`src/rtl/sdh_dma_pkg.sv`:
```
package sdh_dma_pkg;
  localparam int OFS_W = 12;
  localparam logic [OFS_W-1:0] OFS_MODE = 12'h820;
  localparam logic [OFS_W-1:0] OFS_CTRL = 12'h828;
  localparam logic [OFS_W-1:0] OFS_RST  = 12'h830;
  localparam logic [OFS_W-1:0] OFS_ST1  = 12'h840;
  localparam logic [OFS_W-1:0] OFS_MSK1 = 12'h848;
  localparam logic [OFS_W-1:0] OFS_ST2  = 12'h850;
  localparam logic [OFS_W-1:0] OFS_MSK2 = 12'h858;
  localparam logic [OFS_W-1:0] OFS_ADDR = 12'h880;

  localparam int NCH      = 2;   // channel select is one bit
  localparam int BIT_CH   = 16;
  localparam int BIT_BW   = 4;
  localparam int BIT_INC  = 0;
  localparam int BIT_RST  = 8;
  localparam int BIT_FLAG = 16;
  localparam int MSK_W    = 32;
  localparam int BEAT_B   = 8;   // bytes per beat
  localparam int BEAT_SH  = 3;

  typedef struct packed {
    logic       ch;
    logic [1:0] bw;
    logic       inc;
  } mode_t;

  typedef enum logic [2:0] {
    ST_IDLE, ST_RD_REQ, ST_RD_WAIT, ST_TX, ST_RX, ST_WR
  } seq_st_e;
endpackage

```
`src/rtl/sdh_dma_regs.sv`:
```
module sdh_dma_regs
  import sdh_dma_pkg::*;
#(
  parameter int ADDR_W = 40,
  parameter int DATA_W = 64
) (
  input  logic                 clk,
  input  logic                 rst_n,
  input  logic                 reg_wr,
  input  logic [OFS_W-1:0]     reg_addr,
  input  logic [DATA_W-1:0]    reg_wdata,
  output logic [DATA_W-1:0]    reg_rdata,
  input  logic [NCH-1:0]       end_flags,
  input  logic [NCH-1:0]       err_flags,
  output mode_t                mode_q,
  output logic [ADDR_W-1:0]    start_addr,
  output logic                 start_pulse,
  output logic [NCH-1:0]       chan_run,
  output logic [MSK_W-1:0]     mask1,
  output logic [MSK_W-1:0]     mask2,
  output logic                 st1_wr,
  output logic                 st2_wr
);
  logic hit_mode, hit_rst, hit_addr, hit_m1, hit_m2;

  assign hit_mode    = reg_wr && (reg_addr == OFS_MODE);
  assign hit_rst     = reg_wr && (reg_addr == OFS_RST);
  assign hit_addr    = reg_wr && (reg_addr == OFS_ADDR);
  assign hit_m1      = reg_wr && (reg_addr == OFS_MSK1);
  assign hit_m2      = reg_wr && (reg_addr == OFS_MSK2);
  assign st1_wr      = reg_wr && (reg_addr == OFS_ST1);
  assign st2_wr      = reg_wr && (reg_addr == OFS_ST2);
  assign start_pulse = reg_wr && (reg_addr == OFS_CTRL) && reg_wdata[0];

  always_ff @(posedge clk or negedge rst_n) begin
    if (!rst_n) begin
      mode_q     <= '0;
      start_addr <= '0;
      chan_run   <= '1;
      mask1      <= '1;
      mask2      <= '1;
    end else begin
      if (hit_mode) begin
        mode_q.ch  <= reg_wdata[BIT_CH];
        mode_q.bw  <= reg_wdata[BIT_BW +: 2];
        mode_q.inc <= reg_wdata[BIT_INC];
      end
      if (hit_addr) start_addr <= reg_wdata[ADDR_W-1:0];
      if (hit_rst)  chan_run   <= reg_wdata[BIT_RST +: NCH];
      if (hit_m1)   mask1      <= reg_wdata[MSK_W-1:0];
      if (hit_m2)   mask2      <= reg_wdata[MSK_W-1:0];
    end
  end

  always_comb begin
    reg_rdata = '0;
    unique case (reg_addr)
      OFS_MODE: begin
        reg_rdata[BIT_CH]      = mode_q.ch;
        reg_rdata[BIT_BW +: 2] = mode_q.bw;
        reg_rdata[BIT_INC]     = mode_q.inc;
      end
      OFS_RST:  reg_rdata[BIT_RST +: NCH]  = chan_run;
      OFS_ST1:  reg_rdata[BIT_FLAG +: NCH] = end_flags;
      OFS_ST2:  reg_rdata[BIT_FLAG +: NCH] = err_flags;
      OFS_MSK1: reg_rdata[MSK_W-1:0]       = mask1;
      OFS_MSK2: reg_rdata[MSK_W-1:0]       = mask2;
      OFS_ADDR: reg_rdata[ADDR_W-1:0]      = start_addr;
      default:  reg_rdata = '0;
    endcase
  end
endmodule

```
`src/rtl/sdh_dma_status.sv`:
```
module sdh_dma_status
  import sdh_dma_pkg::*;
#(
  parameter int DATA_W = 64
) (
  input  logic               clk,
  input  logic               rst_n,
  input  logic [NCH-1:0]     set_end,
  input  logic [NCH-1:0]     set_err,
  input  logic               st1_wr,
  input  logic               st2_wr,
  input  logic [DATA_W-1:0]  wdata,
  input  logic [MSK_W-1:0]   mask1,
  input  logic [MSK_W-1:0]   mask2,
  output logic [NCH-1:0]     end_flags,
  output logic [NCH-1:0]     err_flags,
  output logic               irq_end,
  output logic               irq_err
);
  logic [MSK_W-1:0] vec1, vec2;

  for (genvar i = 0; i < NCH; i++) begin : g_ch
    always_ff @(posedge clk or negedge rst_n) begin
      if (!rst_n) begin
        end_flags[i] <= 1'b0;
        err_flags[i] <= 1'b0;
      end else begin
        if (set_end[i])  end_flags[i] <= 1'b1;
        else if (st1_wr) end_flags[i] <= end_flags[i] & wdata[BIT_FLAG+i];
        if (set_err[i])  err_flags[i] <= 1'b1;
        else if (st2_wr) err_flags[i] <= err_flags[i] & wdata[BIT_FLAG+i];
      end
    end
  end

  always_comb begin
    vec1 = '0;
    vec2 = '0;
    vec1[BIT_FLAG +: NCH] = end_flags;
    vec2[BIT_FLAG +: NCH] = err_flags;
  end

  assign irq_end = |(vec1 & ~mask1);
  assign irq_err = |(vec2 & ~mask2);
endmodule

```
`src/rtl/sdh_dma_seq.sv`:
```
module sdh_dma_seq
  import sdh_dma_pkg::*;
#(
  parameter int ADDR_W = 40,
  parameter int DATA_W = 64,
  parameter int LEN_W  = 32
) (
  input  logic               clk,
  input  logic               rst_n,
  input  logic               start_pulse,
  input  mode_t              mode_q,
  input  logic [ADDR_W-1:0]  start_addr,
  input  logic [LEN_W-1:0]   xfer_len,
  input  logic [NCH-1:0]     chan_run,
  output logic               mem_req_valid,
  input  logic               mem_req_ready,
  output logic               mem_req_we,
  output logic [ADDR_W-1:0]  mem_req_addr,
  output logic [DATA_W-1:0]  mem_req_wdata,
  input  logic               mem_rsp_valid,
  input  logic [DATA_W-1:0]  mem_rsp_data,
  input  logic               mem_rsp_err,
  output logic               tx_valid,
  input  logic               tx_ready,
  output logic [DATA_W-1:0]  tx_data,
  input  logic               rx_valid,
  output logic               rx_ready,
  input  logic [DATA_W-1:0]  rx_data,
  output logic               busy,
  output logic               act_run,
  output logic [NCH-1:0]     set_end,
  output logic [NCH-1:0]     set_err
);
  localparam int CNT_W = LEN_W - BEAT_SH;

  seq_st_e           st;
  logic              ch_q, inc_q;
  logic [ADDR_W-1:0] addr_q;
  logic [CNT_W-1:0]  remain_q;
  logic [DATA_W-1:0] data_q;

  logic [CNT_W-1:0]  beats;
  logic              start_ok, misalign, last, tx_hs, wr_hs, rd_bad;
  logic [ADDR_W-1:0] addr_nx;

  assign beats    = xfer_len[LEN_W-1:BEAT_SH];
  assign misalign = |start_addr[BEAT_SH-1:0];
  assign start_ok = start_pulse && (st == ST_IDLE) && chan_run[mode_q.ch];
  assign act_run  = chan_run[ch_q];
  assign last     = (remain_q == CNT_W'(1));
  assign addr_nx  = addr_q + (inc_q ? ADDR_W'(BEAT_B) : '0);

  assign busy          = (st != ST_IDLE);
  assign mem_req_valid = act_run && ((st == ST_RD_REQ) || (st == ST_WR));
  assign mem_req_we    = (st == ST_WR);
  assign mem_req_addr  = addr_q;
  assign mem_req_wdata = data_q;
  assign tx_valid      = act_run && (st == ST_TX);
  assign tx_data       = data_q;
  assign rx_ready      = act_run && (st == ST_RX);

  assign tx_hs  = tx_valid && tx_ready;
  assign wr_hs  = mem_req_valid && mem_req_we && mem_req_ready;
  assign rd_bad = act_run && (st == ST_RD_WAIT) && mem_rsp_valid && mem_rsp_err;

  always_comb begin
    for (int i = 0; i < NCH; i++) begin
      set_end[i] = (start_ok && !misalign && (beats == '0) && (int'(mode_q.ch) == i)) ||
                   (last && (tx_hs || wr_hs) && (int'(ch_q) == i));
      set_err[i] = (start_ok && misalign && (int'(mode_q.ch) == i)) ||
                   (rd_bad && (int'(ch_q) == i));
    end
  end

  always_ff @(posedge clk or negedge rst_n) begin
    if (!rst_n) begin
      st       <= ST_IDLE;
      ch_q     <= 1'b0;
      inc_q    <= 1'b0;
      addr_q   <= '0;
      remain_q <= '0;
      data_q   <= '0;
    end else if ((st != ST_IDLE) && !act_run) begin
      st <= ST_IDLE;
    end else begin
      unique case (st)
        ST_IDLE: begin
          if (start_ok && !misalign && (beats != '0)) begin
            ch_q     <= mode_q.ch;
            inc_q    <= mode_q.inc;
            addr_q   <= start_addr;
            remain_q <= beats;
            st       <= mode_q.ch ? ST_RX : ST_RD_REQ;
          end
        end
        ST_RD_REQ: if (mem_req_ready) st <= ST_RD_WAIT;
        ST_RD_WAIT: begin
          if (mem_rsp_valid) begin
            if (mem_rsp_err) st <= ST_IDLE;
            else begin
              data_q <= mem_rsp_data;
              st     <= ST_TX;
            end
          end
        end
        ST_TX: begin
          if (tx_ready) begin
            if (last) st <= ST_IDLE;
            else begin
              remain_q <= remain_q - CNT_W'(1);
              addr_q   <= addr_nx;
              st       <= ST_RD_REQ;
            end
          end
        end
        ST_RX: begin
          if (rx_valid) begin
            data_q <= rx_data;
            st     <= ST_WR;
          end
        end
        ST_WR: begin
          if (mem_req_ready) begin
            if (last) st <= ST_IDLE;
            else begin
              remain_q <= remain_q - CNT_W'(1);
              addr_q   <= addr_nx;
              st       <= ST_RX;
            end
          end
        end
        default: st <= ST_IDLE;
      endcase
    end
  end
endmodule

```
`src/rtl/sdh_dma_engine.sv`:
```
module sdh_dma_engine
  import sdh_dma_pkg::*;
#(
  parameter int ADDR_W = 40,
  parameter int DATA_W = 64,
  parameter int LEN_W  = 32
) (
  input  logic               clk,
  input  logic               rst_n,
  input  logic               reg_wr,
  input  logic [OFS_W-1:0]   reg_addr,
  input  logic [DATA_W-1:0]  reg_wdata,
  output logic [DATA_W-1:0]  reg_rdata,
  input  logic [LEN_W-1:0]   xfer_len,
  output logic               mem_req_valid,
  input  logic               mem_req_ready,
  output logic               mem_req_we,
  output logic [ADDR_W-1:0]  mem_req_addr,
  output logic [DATA_W-1:0]  mem_req_wdata,
  input  logic               mem_rsp_valid,
  input  logic [DATA_W-1:0]  mem_rsp_data,
  input  logic               mem_rsp_err,
  output logic               tx_valid,
  input  logic               tx_ready,
  output logic [DATA_W-1:0]  tx_data,
  input  logic               rx_valid,
  output logic               rx_ready,
  input  logic [DATA_W-1:0]  rx_data,
  output logic               busy,
  output logic               irq_end,
  output logic               irq_err
);
  mode_t             mode_q;
  logic [ADDR_W-1:0] start_addr;
  logic              start_pulse, st1_wr, st2_wr, act_run;
  logic [NCH-1:0]    chan_run, end_flags, err_flags, set_end, set_err;
  logic [MSK_W-1:0]  mask1, mask2;

  sdh_dma_regs #(.ADDR_W(ADDR_W), .DATA_W(DATA_W)) u_regs (
    .clk(clk), .rst_n(rst_n), .reg_wr(reg_wr), .reg_addr(reg_addr),
    .reg_wdata(reg_wdata), .reg_rdata(reg_rdata),
    .end_flags(end_flags), .err_flags(err_flags),
    .mode_q(mode_q), .start_addr(start_addr), .start_pulse(start_pulse),
    .chan_run(chan_run), .mask1(mask1), .mask2(mask2),
    .st1_wr(st1_wr), .st2_wr(st2_wr)
  );

  sdh_dma_seq #(.ADDR_W(ADDR_W), .DATA_W(DATA_W), .LEN_W(LEN_W)) u_seq (
    .clk(clk), .rst_n(rst_n), .start_pulse(start_pulse), .mode_q(mode_q),
    .start_addr(start_addr), .xfer_len(xfer_len), .chan_run(chan_run),
    .mem_req_valid(mem_req_valid), .mem_req_ready(mem_req_ready),
    .mem_req_we(mem_req_we), .mem_req_addr(mem_req_addr),
    .mem_req_wdata(mem_req_wdata), .mem_rsp_valid(mem_rsp_valid),
    .mem_rsp_data(mem_rsp_data), .mem_rsp_err(mem_rsp_err),
    .tx_valid(tx_valid), .tx_ready(tx_ready), .tx_data(tx_data),
    .rx_valid(rx_valid), .rx_ready(rx_ready), .rx_data(rx_data),
    .busy(busy), .act_run(act_run), .set_end(set_end), .set_err(set_err)
  );

  sdh_dma_status #(.DATA_W(DATA_W)) u_status (
    .clk(clk), .rst_n(rst_n), .set_end(set_end), .set_err(set_err),
    .st1_wr(st1_wr), .st2_wr(st2_wr), .wdata(reg_wdata),
    .mask1(mask1), .mask2(mask2), .end_flags(end_flags),
    .err_flags(err_flags), .irq_end(irq_end), .irq_err(irq_err)
  );
endmodule

```
`config.mk`:
```
export PLATFORM = sky130hd
export DESIGN_NAME = sdh_dma_engine
export DESIGN_NICKNAME = d
export VERILOG_FILES = /design/src/rtl/sdh_dma_pkg.sv /design/src/rtl/sdh_dma_regs.sv /design/src/rtl/sdh_dma_status.sv /design/src/rtl/sdh_dma_seq.sv /design/src/rtl/sdh_dma_engine.sv
export SDC_FILE = /design/constraint.sdc
export NUM_CORES = 1
export LEC_CHECK = 0
export BUFFER_PORTS_ARGS = -buffer_cell sky130_fd_sc_hd__buf_2
export CORE_AREA = 2 2 189 191
export DETAILED_ROUTE_END_ITERATION = 10
export DIE_AREA = 0 0 191 193
export PLACE_DENSITY_LB_ADDON = 0.25
export SYNTH_ARGS = -nofsm -noshare
export SYNTH_HDL_FRONTEND = slang
export SYNTH_SLANG_ARGS = --single-unit
```
`constraint.sdc`:
```
create_clock -name clk -period 5.9 [get_ports clk]
set_input_delay 0.59 -clock clk [delete_from_list [all_inputs] [get_ports clk]]
set_output_delay 0.59 -clock clk [all_outputs]
set_load 0.03 [all_outputs]
```
==> run metrics <==
status finished, violations left; failing checks negative hold slack; Synth area leaders dfrtp_1 34%, dfstp_2 13%, mux2_2 9.1%; Clock power frac 34.3%; top-count cell post-synth dfrtp_1; Rows 69; NetSw 2.04 mW; GR Layer Usage met1 32.1%; ys async rst share 100%; GRT busiest layer met2; Post-synth EDFFs 0; top cell type's share of synthesized area 33.7%; CTS root buf clkbuf_16; Worst setup SP type flip-flop; pre-CTS WS 2.18 ns; clock skew 0.0157 ns; Post-CTS Setup Inserts 0; clk_lat worst skew 0.58 ns; Layout Cells excl Fill 2208; Final Hold Vio Count 2; type of the worst setup path flip-flop to flip-flop; worst slew pin tran 1.15 ns; syn avg cell area 9.83 sq um; Final nets 1969; clk buf depth 3; post-DR vias/cell 5.43; Switching Share 36.3%; Num CTS Buffers 29; RSZ-0062 raised after global routing false; top achievable clock speed 271 MHz; Die Area 0.0369 sq mm; register area share after synthesis 46.3%; final setup margin 2.22 ns; Rel. slew slack 22.9%; router iterations before antenna repair 5; CTS clk-pin slew, worst paths 0.06 ns; sequential power share 40.7%; core area 0.0350 sq mm; HPWL after detailed placement 31600 um; Post-Syn Instances 1403; setup_tns 0 ns; Max-Cap Viols 0; GR Util All Layers 22.6%; Layout Area Growth over Synthesis 21.7%; WL final 43600 um; first-pass GRT wire length 64900 um; initial antenna violation count 5; dpl cells 2151; peak supply drop 0.000291 V; worst hold slack -0.00716 ns; R2R depth 7; Post-CTS Resized 0; vias in the first global route 11187; CTS tree done; CP Max Fanout 34; Power Dens Cells 334 mW/mm^2; worst setup path startpoint u_seq.st[0]; Logic pwr share 25.1%; DRT iter0 DRCs 808; Final Max Tran Viols 0; Vias 11988; met3 Track Usage GR 4.18%; yosys warns 0; Worst Path Arrival 4.12 ns; IO Pins 483; Cell Int Power 3.57 mW; Synth cell types 67; CP Capture Type flip-flop; reg2reg setup slack 2.22 ns; Port-buffer cells 431; CTS H-tree lvls 1; Die W 191 um; number of hold buffers added after CTS 0; Yosys reg bits 252; leakage 7.83 nW; final setup violating endpoints 0; FILL cells 3368; Die Y 193 um; Synth area leader dfrtp_1; largest net degree at the start of global routing 156; Post-DRT Antenna Nets 0; mapped cell area 0.0138 sq mm; Final period util 62.4%; Hold Crit Class input pin to asynchronous set/reset pin; wire per inst 19.8 um; Synth top cells by count 186 x dfrtp_1, 129 x a21oi_1, 111 x mux2_2; clk sinks 252; Min Clock Period, post-route 3.68 ns; Initial Utilization 39.5%; reg-to-reg endpoint u_seq.mem_req_addr[4]; worst path required time 6.34 ns; Top FF cell, synth dfrtp_1; GRT Residual Overflow 0; GRT met2 Usage 35.1%; DR DRC count 0; Final Wtd Congestion 0.817; share of layout cells above drive strength 1 40.1%; reg2reg start u_seq.st[0]
## area by class of cell
class | count | area (sq um) | share of cell area [%]
antenna | 3 | 7.51 | 0.0447
clock buffer | 42 | 875 | 5.21
multi-input combinational | 966 | 6380 | 38.0
timing repair buffer | 449 | 2310 | 13.8
clock inverter | 12 | 156 | 0.932
tap | 461 | 577 | 3.44
inverter | 23 | 86.3 | 0.514
sequential | 252 | 6390 | 38.1
## registers in the layout, summed over array words and instances, names as in the netlist
name and flops:
u_seq.mem_req_wdata 64, u_seq.inc_q 1, u_regs.chan_run 2, u_regs.mask2 32, u_seq.remain_q 29, u_seq.st 3
u_regs.mask1 32, u_seq.mem_req_addr 40, u_status.end_flags 2, u_regs.mode_q 4, u_regs.start_addr 40, u_seq.ch_q 1
u_status.err_flags 2
## worst max-delay path: stages, from the launching register on
cell and delay (ns):
dfrtp_1 0.59, nor3_1 0.87, inv_1 0.29, o211ai_1 0.25
o41ai_4 0.17, nor2_4 0.79, buf_4 0.43, a31oi_1 0.12
## layout by cell type, fill, tap and decap left out, types with 5 or more instances in the layout
cell | netlist | final
and2_1 | 13 | 13
nor2_1 | 101 | 100
nor3_1 | 23 | 21
buf_2 | 7 | 430
o31ai_1 | 5 | 5
o211ai_1 | 5 | 5
a22oi_1 | 8 | 8
conb_1 | 1 | 24
o21ai_0 | 89 | 88
nand3b_1 | 10 | 10
a21oi_1 | 129 | 129
a31oi_1 | 52 | 52
nor4_1 | 15 | 15
o22ai_1 | 21 | 21
mux2i_1 | 99 | 99
nand2b_1 | 6 | 6
clkbuf_16 | 0 | 29
or3_1 | 17 | 17
o2bb2ai_1 | 6 | 6
mux2_2 | 111 | 111
clkbuf_8 | 0 | 10
inv_1 | 23 | 23
dfstp_2 | 66 | 66
buf_4 | 88 | 17
dfrtp_1 | 186 | 186
nand2_1 | 104 | 103
nand3_1 | 36 | 36
nand4_1 | 22 | 22
and3_1 | 5 | 5
## power groups by stage
stage	clock, mW	sequential (mW)	combinational [mW]
final	1.92	2.28	1.41
after global routing	2.04	2.33	1.53
after CTS	1.97	2.27	1.41
after detailed placement	0	2.30	1.40
after global placement	0	2.29	1.38
after floorplan	0	2.47	0.702
## logic make-up (layout without fill, tap and decap cells)
group / count (synthesis) / in the layout / synth area share [%]
flip-flops: 252 / 252 / 46.3
buffers and inverters: 208 / 526 / 8.50
adder cells (fa/ha/maj): 4 / 4 / 0.363
other: 1 / 27 / 0.0272
AO/OA/AOI/OAI: 354 / 354 / 15.3
AND/OR/NAND/NOR: 373 / 373 / 13.1
multiplexers: 211 / 211 / 16.3
## routing by layer
| metal | wire, um | up-vias | part of all wire [%] |
|---|---|---|---|
| met5 | 13 | - | 0.030 |
| met3 | 3120 | 71 | 7.2 |
| met2 | 20100 | 473 | 46 |
| li1 | - | 5611 | - |
| met4 | 1300 | 2 | 3.0 |
| met1 | 19100 | 5831 | 44 |
## how the worst max path moves through the flow
stage / cells past startpoint / slack [ns] / endpoint
after global routing: 7 / 1.98 / u_seq.mem_req_addr[11]
after global placement: 8 / 2.24 / u_seq.mem_req_addr[11]
after detailed placement: 8 / 2.18 / u_seq.mem_req_addr[11]
final: 7 / 2.22 / u_seq.mem_req_addr[4]
after CTS: 7 / 2.29 / u_seq.mem_req_addr[4]
after floorplan: 7 / 2.72 / reg_rdata[0]
## through the flow
| step | utilization [%] | cell area, sq um | power [mW] | hold WS [ns] |
|---|---|---|---|---|
| after global placement | 45.0 | 15700 | 3.67 | 0.467 |
| after floorplan | - | 13900 | 3.17 | 0.294 |
| final | 48.0 | 16800 | 5.61 | -0.00716 |
| after detailed placement | 45.0 | 15700 | 3.70 | 0.468 |
| after CTS | 48.0 | 16800 | 5.65 | 0.0676 |
| after global routing | 48.0 | 16800 | 5.89 | 0.0737 |
Note: power is estimated with default switching activity, not from simulation.
